**config.mk**
```make
export PLATFORM = sky130hd
export DESIGN_NAME = spi_sclk_divider
export DESIGN_NICKNAME = d
export VERILOG_FILES = /design/src/rtl/sclk_div_pkg.sv /design/src/rtl/sclk_cfg_reg.sv /design/src/rtl/sclk_half_decode.sv /design/src/rtl/sclk_edge_gen.sv /design/src/rtl/spi_sclk_divider.sv
export SDC_FILE = /design/constraint.sdc
export NUM_CORES = 1
export LEC_CHECK = 0
export ABC_AREA = 0
export BUFFER_PORTS_ARGS = -buffer_cell sky130_fd_sc_hd__buf_4
export CORE_ASPECT_RATIO = 0.75
export CORE_MARGIN = 4
export CORE_UTILIZATION = 55
export CTS_BUF_LIST = sky130_fd_sc_hd__clkbuf_4 sky130_fd_sc_hd__clkbuf_8
export CTS_CLUSTER_DIAMETER = 40
export DETAILED_ROUTE_END_ITERATION = 10
export PLACE_DENSITY = 0.75
export SYNTH_ARGS = -nofsm -noshare
export SYNTH_HDL_FRONTEND = slang
export SYNTH_SLANG_ARGS = --single-unit
```
**constraint.sdc**
```tcl
create_clock -name clk -period 2.3 [get_ports clk]
set_clock_uncertainty 0.2 [all_clocks]
set_input_delay 0.345 -clock clk [delete_from_list [all_inputs] [get_ports clk]]
set_output_delay 0.345 -clock clk [all_outputs]
set_load 0.1 [all_outputs]
```
**src/rtl/sclk_div_pkg.sv**
```systemverilog
package sclk_div_pkg;
  typedef enum logic {
    DIV_POW2   = 1'b0,
    DIV_LINEAR = 1'b1
  } div_mode_e;

  function automatic int unsigned cnt_width(input int unsigned lin_w, input int unsigned exp_w);
    int unsigned pw;
    pw = (1 << exp_w) - 1;
    return (lin_w > pw) ? lin_w : pw;
  endfunction
endpackage

```
**src/rtl/sclk_cfg_reg.sv**
```systemverilog
module sclk_cfg_reg #(
  parameter int unsigned CFG_W = 13
) (
  input  logic             clk,
  input  logic             rst_n,
  input  logic             we,
  input  logic [CFG_W-1:0] wdata,
  output logic [CFG_W-1:0] cfg
);
  always_ff @(posedge clk or negedge rst_n) begin
    if (!rst_n)  cfg <= '0;
    else if (we) cfg <= wdata;
  end
endmodule

```
**src/rtl/sclk_half_decode.sv**
```systemverilog
module sclk_half_decode
  import sclk_div_pkg::*;
#(
  parameter int unsigned LIN_W = 8,
  parameter int unsigned EXP_W = 4,
  parameter int unsigned CNT_W = 15,
  localparam int unsigned CFG_W = LIN_W + EXP_W + 1
) (
  input  logic [CFG_W-1:0] cfg,
  output logic [CNT_W-1:0] half_last
);
  logic [LIN_W-1:0] lin_n;
  logic [EXP_W-1:0] exp_n;
  div_mode_e        mode;
  logic [CNT_W-1:0] lin_last;
  logic [CNT_W-1:0] pow_last;

  assign lin_n = cfg[LIN_W-1:0];
  assign exp_n = cfg[LIN_W+EXP_W-1:LIN_W];
  assign mode  = div_mode_e'(cfg[CFG_W-1]);

  // linear: n+1 cycles per half, stored as n
  assign lin_last = CNT_W'(lin_n);
  // power of two: 2^n cycles per half, stored as 2^n - 1
  assign pow_last = (CNT_W'(1) << exp_n) - CNT_W'(1);

  always_comb begin
    if (mode == DIV_LINEAR) half_last = lin_last;
    else                    half_last = pow_last;
  end
endmodule

```
**src/rtl/sclk_edge_gen.sv**
```systemverilog
module sclk_edge_gen #(
  parameter int unsigned CNT_W = 15
) (
  input  logic             clk,
  input  logic             rst_n,
  input  logic             en,
  input  logic [CNT_W-1:0] next_last,
  output logic             phase,
  output logic             lead_stb,
  output logic             trail_stb
);
  logic [CNT_W-1:0] cnt;
  logic [CNT_W-1:0] cur_last;
  logic             wrap;

  assign wrap = (cnt == cur_last);

  always_ff @(posedge clk or negedge rst_n) begin
    if (!rst_n) begin
      cnt       <= '0;
      cur_last  <= '0;
      phase     <= 1'b0;
      lead_stb  <= 1'b0;
      trail_stb <= 1'b0;
    end else if (!en) begin
      cnt       <= '0;
      cur_last  <= next_last;
      phase     <= 1'b0;
      lead_stb  <= 1'b0;
      trail_stb <= 1'b0;
    end else if (wrap) begin
      cnt       <= '0;
      cur_last  <= next_last;
      phase     <= ~phase;
      lead_stb  <= ~phase;
      trail_stb <= phase;
    end else begin
      cnt       <= cnt + CNT_W'(1);
      lead_stb  <= 1'b0;
      trail_stb <= 1'b0;
    end
  end
endmodule

```
**src/rtl/spi_sclk_divider.sv**
```systemverilog
module spi_sclk_divider
  import sclk_div_pkg::*;
#(
  parameter int unsigned LIN_W = 8,
  parameter int unsigned EXP_W = 4,
  localparam int unsigned CFG_W = LIN_W + EXP_W + 1,
  localparam int unsigned CNT_W = cnt_width(LIN_W, EXP_W)
) (
  input  logic             clk,
  input  logic             rst_n,
  input  logic             en,
  input  logic             cpol,
  input  logic             cfg_we,
  input  logic [CFG_W-1:0] cfg_wdata,
  output logic             sclk,
  output logic             lead_stb,
  output logic             trail_stb
);
  logic [CFG_W-1:0] cfg;
  logic [CNT_W-1:0] half_last;
  logic             phase;

  sclk_cfg_reg #(.CFG_W(CFG_W)) u_cfg (
    .clk(clk), .rst_n(rst_n), .we(cfg_we), .wdata(cfg_wdata), .cfg(cfg)
  );

  sclk_half_decode #(.LIN_W(LIN_W), .EXP_W(EXP_W), .CNT_W(CNT_W)) u_dec (
    .cfg(cfg), .half_last(half_last)
  );

  sclk_edge_gen #(.CNT_W(CNT_W)) u_gen (
    .clk(clk), .rst_n(rst_n), .en(en), .next_last(half_last),
    .phase(phase), .lead_stb(lead_stb), .trail_stb(trail_stb)
  );

  assign sclk = phase ^ cpol;
endmodule

```
## Yosys cells after proc, flatten, opt, wreduce, memory -nomap -nowiden

Cells that the tools add are included.

- $add $sub $neg: 2
- Multiplexer cells: 11
- Eq/ne operators: 2
- Bitwise operators: 2
- Shifts and indexed selects: 1

Operators by type and width:

| kind | number |
|---|---|
| $mux W15 | 5 |
| $add A15 B1 Y15 const B | 1 |
| $eq A15 B15 Y1 | 1 |
| $shl A1 B4 Y15 const A | 1 |
| $sub A15 B2 Y15 const B | 1 |
| $mux W1 | 6 |
| $ne A2 B1 Y1 const B | 1 |
| $not A1 Y1 | 1 |
| $xor A1 B1 Y1 | 1 |

- Flip-flop bits (word level): 46
- Logic and storage cells: 24
- Output and inout bits: 3
- Input port bits: 18

## Depth between registers and ports, before layout

Gate-level depths: netlist of the first run.

- Depth after elaboration: 5
- Gate-level depth with buffers: 10

## By module

A second synthesis of the first run with hierarchy kept.

- Cells, all modules: 208
- Area, all modules: 2419.8 um^2

Modules (own cells, without submodules):

| module | cells each | instances | area an instance (um^2) |
|---|---|---|---|
| sclk_edge_gen | 128 | 1 | 1604.0 |
| sclk_cfg_reg | 27 | 1 | 520.5 |
| sclk_half_decode | 52 | 1 | 286.5 |
| spi_sclk_divider | 1 | 1 | 8.8 |

## Worst setup path after synthesis of the first run

Ideal clock, no wire load.

- Kind: register -> output
- From: register u_gen.phase
- To: output sclk
- Arrival time: 1831 ps
- Stages on the path, launching flop included: 2
- Slack: -76 ps
- Path through: dfrtp_1 xor2_1

- Longest elaborated chain between the ends: 1

Ends and longest elaborated chain:

| what | RTL line | source |
|---|---|---|
| start: declaration | sclk_edge_gen.sv:8 | `output logic phase,` |
| start signal: assignment | sclk_edge_gen.sv:34 | `phase <= ~phase;` |
| $xor A1 B1 Y1 | spi_sclk_divider.sv:36 | `assign sclk = phase ^ cpol;` |
| end: declaration | spi_sclk_divider.sv:15 | `output logic sclk,` |

No other way between the ends.

## Worst setup path in the final report of the first run

- From: register u_gen.cur_last[0]
- To: register u_gen.cur_last[12]

- Longest elaborated chain between the ends: 2

Ends and longest elaborated chain:

| what | RTL line | source |
|---|---|---|
| start: declaration | sclk_edge_gen.sv:13 | `logic [CNT_W-1:0] cur_last;` |
| start signal: assignment | sclk_edge_gen.sv:27 | `cur_last <= next_last;` |
| start signal: assignment | sclk_edge_gen.sv:33 | `cur_last <= next_last;` |
| $eq A15 B15 Y1 | sclk_edge_gen.sv:16 | `assign wrap = (cnt == cur_last);` |
| $ne A2 B1 Y1 (no line) | -- |  |

No other way between the ends.
A chain may end at the register's enable or synchronous reset.

==> key figures, run 1 <==
Routing
  – TritonRoute pass-1 iters: 5
  – Via density: 5.362
  – Final wirelength: 4.475 mm
  – Routed WL per cell: 14.87 µm
  – Vias post-DR: 1614
  – Initial drt markers: 73
  – Drc violations: 0
  – Post-route ant nets: 0

Timing
  – Setup TNS: 0 ns
  – RSZ-0062 raised after global routing: no
  – Pins Over Slew Limit: 0
  – Worst-margin pin slew: 0.5754 ns
  – Fmax: 0.4622 GHz
  – Fin. Hold Viols: 0
  – Max_slew headroom: 0.6164
  – Period utilisation layout: 0.9407
  – Setup violators final: 0
  – Fin crit period: 2.164 ns

Floorplan
  – Core Region: 0.004104 mm²
  – Starting Density: 0.5780
  – Row count: 20
  – Die Y: 64.88 µm
  – Boundary pin count: 21
  – Die Wd: 83.84 µm
  – Die area: 0.005439 mm²

Power
  – IR drop worst, VDD: 0.0005593 V
  – Static leakage: 1.279 nW
  – Power per cell area: 683.1 mW/mm²

Logic synthesis
  – Post-Syn Instances: 218
  – Synth unique cells: 36
  – Syn_nets: 238
  – Synth Register Bits: 46
  – Mapped Area: 0.002372 mm²
  – Synth Warn #: 0
  – Syn Area/Cell: 10.88 µm²
  – Post-synthesis sequential area ratio: 0.4852

Setup path
  – Worst EP arrival: 2.16 ns
  – R2R setup slack: 0.14 ns
  – Worst setup SP type: flip-flop
  – Reg2reg path depth: 6
  – Crit path depth: 6
  – CP top delay family: simple AND/OR/NAND/NOR gates
  – Req. time, crit path: 2.29 ns
  – Crit path buf inv count: 1
  – CP Capture Type: flip-flop
  – Crit-path cells: xor2_1 -> nor4_2 -> nand4_2 -> o21ai_4 -> buf_12 -> mux2_4
  – Reg2reg start: u_gen.cur_last[0]
  – Setup CP Type: flip-flop to flip-flop
  – CP max-delay cell: dfrtp_1
  – Crit-path max FO: 17
  – Setup crit start: u_gen.cur_last[0]
  – Crit-path max cell delay: 0.41 ns

GRT
  – Largest net degree at the start of global routing: 47
  – Antenna violations before repair: 0
  – GRT overflow: 0
  – First-pass GRT wire length: 7.610 mm
  – GRT Total Usage: 0.1820
  – Vias in the first global route: 1565

Clock network
  – Sink Count: 46
  – Root Buffer: clkbuf_8
  – Total CTS buffers: 5
  – CTS tree: built
  – CTS max path bufs: 2
  – H-Tree Level Count: 2
  – Clk_lat worst skew: 0.31 ns
  – Clock Pin Slew Worst Setup and Hold Paths: 0.09 ns

Layout
  – Most common cell after layout, fill and taps aside: dfrtp_1
  – Most frequent cells in the layout: dfrtp_1, buf_4, nor2_1
  – Area grow syn2layout: 16.30%
  – Fillers: 350
  – Layout Cells excl Fill: 301
  – Final Util: 0.6723
  – Diode count: 0
  – Share of cells above drive strength 1: 0.2886
  – Nets: 265
  – Multi-input combinational cell area: 0.001137 mm²
  – Register area: 0.001151 mm²

Placed design
  – HPWL after detailed placement: 3.230 mm
  – GPL Wtd Cong: 0.8030
  – I/O Buffers: 20
  – Inst Count DP: 291

Hold path
  – Min-delay worst type: input port to flip-flop
  – Hold path cells: 2
  – Worst hold path startpoint: cfg_wdata[10]

Run status
  – Run status: finished, final reports clean

Flow run
  – Total of max-cap violations: 0
area by class of cell:
| type | instances | share of cell area |
|---|---|---|
| clock buffers | 5 | 0.02494 |
| clock inverters | 3 | 0.01451 |
| inverters | 8 | 0.01088 |
| multi-input cells | 151 | 0.4122 |
| flip-flops and latches | 46 | 0.4172 |
| well taps | 55 | 0.02494 |
| repair buffers | 33 | 0.09524 |
metal layers:
layer / vias up / global-route usage / share of wire
li1: 790 / - / -
met1: 792 / 0.2614 / 0.51
met2: 27 / 0.2609 / 0.43
met3: 5 / 0.06099 / 0.050
met5: - / 0 / 0
met4: 0 / 0.05422 / 0.014
repair_timing:
item	4_1_cts	5_1_grt
hold buffers	1	0
buffers inserted	0	1
gates resized for setup	0	1
endpoints found under the setup margin	0	20
endpoints found under the hold margin	46	0
flip-flops by register name (all words and copies together), names as in the netlist:
name / count
u_cfg.cfg: 13
u_gen.lead_stb: 1
u_gen.cnt: 15
u_gen.cur_last: 15
u_gen.phase: 1
u_gen.trail_stb: 1
where the power goes:
| part | total, mW | switching (mW) | internal [mW] |
|---|---|---|---|
| Combinational | 0.345 | 0.162 | 0.184 |
| Sequential | 0.940 | 0.0616 | 0.878 |
| Clock | 0.599 | 0.279 | 0.320 |
cells in the mapped netlist:
| cell | n | area share |
|---|---|---|
| o22a_1 | 1 | 0.0037 |
| o21a_1 | 1 | 0.0032 |
| nor4bb_1 | 1 | 0.0042 |
| o31ai_1 | 1 | 0.0032 |
| xnor2_1 | 9 | 0.033 |
| and4_1 | 1 | 0.0037 |
| o21ai_0 | 9 | 0.019 |
| buf_4 | 1 | 0.0032 |
| nand2_1 | 12 | 0.019 |
| dfrtp_1 | 46 | 0.49 |
| nor2_1 | 26 | 0.041 |
| nor3_1 | 2 | 0.0042 |
| inv_1 | 8 | 0.013 |
| or3_1 | 1 | 0.0026 |
| mux2i_1 | 3 | 0.013 |
| and4_2 | 1 | 0.0042 |
| buf_6 | 2 | 0.0095 |
| nand3b_1 | 1 | 0.0032 |
| nand4_2 | 1 | 0.0053 |
| buf_1 | 1 | 0.0016 |
| nand4_1 | 3 | 0.0079 |
| ha_1 | 2 | 0.011 |
| mux2_1 | 1 | 0.0047 |
| nor2b_1 | 1 | 0.0026 |
| xor2_1 | 21 | 0.078 |
| mux2_4 | 10 | 0.063 |
| o21ai_4 | 1 | 0.0069 |
| clkbuf_1 | 9 | 0.014 |
| mux2_2 | 15 | 0.071 |
| nor4_1 | 4 | 0.011 |
| nor4_2 | 1 | 0.0053 |
| and3_1 | 3 | 0.0079 |
| a21oi_1 | 8 | 0.017 |
| nor4b_1 | 1 | 0.0037 |
| nand3_1 | 9 | 0.019 |
| a22oi_1 | 1 | 0.0032 |
through the flow:
| stage | hold WS, ns | total power, mW | worst slack, ns | area, µm² |
|---|---|---|---|---|
| after global routing | 0.05036 | 1.977 | 0.01279 | 2759 |
| after global placement | 0.1808 | 1.282 | 0.1348 | 2626 |
| after floorplan | -0.1506 | 1.179 | 0.07544 | 2380 |
| final | 0.06057 | 1.885 | 0.1364 | 2759 |
| after detailed placement | 0.1829 | 1.294 | 0.09775 | 2626 |
| after CTS | 0.05354 | 1.890 | 0.08988 | 2745 |
cell families (layout without fill, tap and decap cells):
group           Yosys count  in the layout  share of synthesized area
simple gates             68             68                     0.1445
flops                    46             46                     0.4852
xor+xnor                 30             30                     0.1108
mux                      29             29                     0.1519
compound gates           22             22                    0.05591
buf+inv                  21             49                    0.04114
fa+ha+maj                 2              2                    0.01055
final timing paths:
check | end
setup / recovery | u_gen.cur_last[12]
setup reg to reg | u_gen.cur_last[12]
min in group asynchronous | u_cfg.cfg[2]
max in group asynchronous | u_gen.cnt[1]
hold reg to reg | u_cfg.cfg[0]
hold / removal | u_cfg.cfg[10]
Power figures use the tool's default switching activity.
==> inputs of run 2 (changes only) <==
- CORE_UTILIZATION: 55 -> 66
- PLACE_DENSITY: 0.75 -> 0.84
- SYNTH_HIERARCHICAL: default -> 1
- clock period: 2.3 -> 2.8 ns (I/O delays scaled with it)
==> run 2 against run 1 <==
  * Clock-buffer cell count stayed put
  * Sequential power is 16% lower
  * Worst hold slack better by 0.075 ns
  * Largest cell class is now multi-input gates
  * Critical path depth is 1 lower
  * Core utilization is 12 points higher
  * Routed wire length is 12% higher
  * Cell count is 8.0% lower
  * Sequential cell count stayed put
  * Fmax is 4.7% lower
  * Synthesized area is 2.0% higher
  * Combinational power is 24% lower
  * Largest power group unchanged
  * Sequential share of layout area is 0.99 points higher
==> key figures, run 2 <==
Logic synthesis
  – Area leader, netlist: dfrtp_1
  – Synth Flop Type: dfrtp_1
  – Ys async rst share: 1.000
  – Most common cell in the netlist: dfrtp_1
  – EDFF count, synth: 0
  – Synth unique cells: 36
  – Synth cell count leaders: dfrtp_1, mux2_4, xor2_1
  – Post-synthesis sequential area ratio: 0.4757
  – Main combinational cell family by area after synthesis: multiplexers
  – Synth Register Bits: 46
  – Mapped Area: 0.002420 mm²
  – Post-Synth Adder-Cell Area: 0.01034
  – Compound-Gate Fraction of Synth Area: 0.05067
  – Post-synthesis mux area share: 0.1779
  – Post-synth top area share: 0.4757
  – Post-Syn Instances: 208
  – Syn_nets: 228
  – Synth top area cells: dfrtp_1, mux2_4, xor2_1
  – Synth Area in Simple Gates: 0.1484
  – Syn Area/Cell: 11.63 µm²
  – Synth Warn #: 6
  – Post-Synth XOR/XNOR Area: 0.1013

Routing
  – Post-route ant nets: 0
  – TritonRoute pass-1 iters: 4
  – Routed WL per cell: 18.08 µm
  – Initial drt markers: 111
  – Vias post-DR: 1601
  – Via density: 5.780
  – Final wirelength: 5.008 mm
  – Drc violations: 0

Layout
  – Area grow syn2layout: 11.38%
  – Fillers: 210
  – Multi-input combinational cell area: 0.001182 mm²
  – Nets: 246
  – Diode count: 0
  – Most frequent cells in the layout: dfrtp_1, xor2_1, mux2_4
  – Most common cell after layout, fill and taps aside: dfrtp_1
  – Share of cells above drive strength 1: 0.2775
  – Biggest regs: u_gen/cnt x15, u_gen/cur_last x15, u_cfg/cfg x13
  – Register area: 0.001151 mm²

Clock network
  – Root Buffer: clkbuf_8
  – Clock Pin Slew Worst Setup and Hold Paths: 0.09 ns
  – Total CTS buffers: 5
  – CTS tree: built
  – Clk_lat worst skew: 0.30 ns
  – H-Tree Level Count: 2
  – CTS max path bufs: 2
  – Sink Count: 46
  – Post-cts sizing count: 0

Timing
  – Max_slew headroom: 0.6219
  – Setup TNS: 0 ns
  – Worst-margin pin slew: 0.5672 ns
  – Pins Over Slew Limit: 0
  – RSZ-0062 raised after global routing: no
  – Fin crit period: 2.271 ns
  – Period utilisation layout: 0.8112
  – Fmax: 0.4403 GHz
  – Setup violators final: 0
  – Fin. Hold Viols: 0

Power
  – Power per cell area: 581.1 mW/mm²
  – Combinational power share: 0.168
  – Pint: 1.140 mW
  – Pwr Total: 1.566 mW
  – Clk pwr share: 0.327
  – NetSw: 0.4257 mW
  – Seq pwr share: 0.505
  – IR drop worst, VDD: 0.0005809 V
  – Sw Share: 0.2718
  – Static leakage: 1.309 nW

Floorplan
  – Boundary pin count: 21
  – Starting Density: 0.7116
  – Die area: 0.004709 mm²
  – Core Region: 0.003401 mm²
  – Die Wd: 77.92 µm
  – Row count: 18
  – Die Y: 60.44 µm

GRT
  – First-pass GRT wire length: 8.452 mm
  – GRT met2 Usage: 0.4073
  – GRT Total Usage: 0.2401
  – Global-route layer with the greatest usage: met2
  – Met1 Usage GRT: 0.3188
  – M3 GR Usage: 0.05786
  – Vias in the first global route: 1681
  – Antenna violations before repair: 0
  – GRT overflow: 0
  – Largest net degree at the start of global routing: 47

Setup path
  – R2R setup slack: 0.53 ns
  – Setup CP Type: flip-flop to flip-flop
  – Crit-path max FO: 16
  – CP Capture Type: flip-flop
  – Worst setup SP type: flip-flop
  – Req. time, crit path: 2.79 ns
  – Worst EP arrival: 2.26 ns

Run status
  – Run status: finished, final reports clean

Placed design
  – I/O Buffers: 20
  – GPL Wtd Cong: 0.8817
  – HPWL after detailed placement: 3.573 mm

Flow run
  – Total of max-cap violations: 0

Hold path
  – Min-delay worst type: input port to flip-flop
[run 2: cell count changes in the layout (fill, tap and decap cells not counted), moves of 3 or more]
cell,previous run,this run
xnor2_1,9,3
nand3_1,9,5
buf_4,31,21
nor4_1,3,0
o21ai_0,9,6
nor3_1,2,7
mux2_4,10,25
xor2_1,20,25
mux2_2,15,4
and2_1,0,3
inv_1,8,4
nor2_1,26,21
[run 2: kinds of logic (layout without fill, tap and decap cells)]
logic type / Yosys count / after routing
adders and majority gates: 2 / 2
DFF: 46 / 46
buffers and inverters: 15 / 34
AOI/OAI and AO/OA: 19 / 19
muxes: 30 / 30
and+or+nand+nor: 68 / 68
xor gates and xnor gates: 28 / 28
[run 2: layout make-up]
type	count	area share
multi-input cells	147	0.4387
flip-flops and latches	46	0.4271
repair buffers	22	0.06221
clock buffers	5	0.02553
well taps	50	0.02321
clock inverters	3	0.01764
inverters	4	0.005571
[run 2: path summary, 6_finish.rpt]
path | from | end | cells past startpoint
setup / recovery | u_gen/cnt[12] | u_gen/cnt[12] | 5
hold / removal | cfg_wdata[11] | u_cfg/cfg[11] | 2
setup reg to reg | u_gen/cnt[12] | u_gen/cnt[12] | 5
hold reg to reg | u_gen/cnt[0] | u_gen/cnt[0] | 1
max in group asynchronous | rst_n | u_gen/cnt[14] | 2
min in group asynchronous | rst_n | u_cfg/cfg[12] | 2
[run 2: repair_timing]
item	4_1_cts	5_1_grt
buffers inserted	0	0
endpoints found under the hold margin	46	0
setup endpoints to repair	0	0
hold buffers	1	0
[run 2: power by group through the flow]
stage          logic [mW]  registers (mW)  clock network [mW]
5_1_grt             0.286           0.800               0.551
4_1_cts             0.264           0.789               0.519
6_report            0.263           0.791               0.512
3_3_place_gp        0.247           0.799                   0
2_1_floorplan       0.216           0.768                   0
3_5_place_dp        0.260           0.801                   0
[run 2: worst max-delay path: stages, from the launching register on]
cell and delay, ns:
dfrtp_1 0.46, xor2_1 0.21, nor4_2 0.33, a41o_2 0.58, buf_4 0.29, nor2_1 0.08
[run 2: layer usage]
metal	routed length, µm	part of all wire
met5	0	0
met4	47	0.0094
met3	288	0.058
met2	2355	0.47
met1	2317	0.46
[run 2: metrics by stage]
| step | std cells | area (µm²) | worst slack, ns | utilization | hold slack [ns] |
|---|---|---|---|---|---|
| floorplan | 208 | 2420 | 0.3305 | - | -0.07559 |
| finish | 277 | 2695 | 0.5286 | 0.7925 | 0.1360 |
| global route | 277 | 2695 | 0.4191 | 0.7925 | 0.1207 |
| global placement | 268 | 2569 | 0.6707 | 0.7553 | 0.2394 |
| CTS | 277 | 2695 | 0.5541 | 0.7925 | 0.1314 |
| detailed placement | 268 | 2569 | 0.5878 | 0.7553 | 0.2529 |
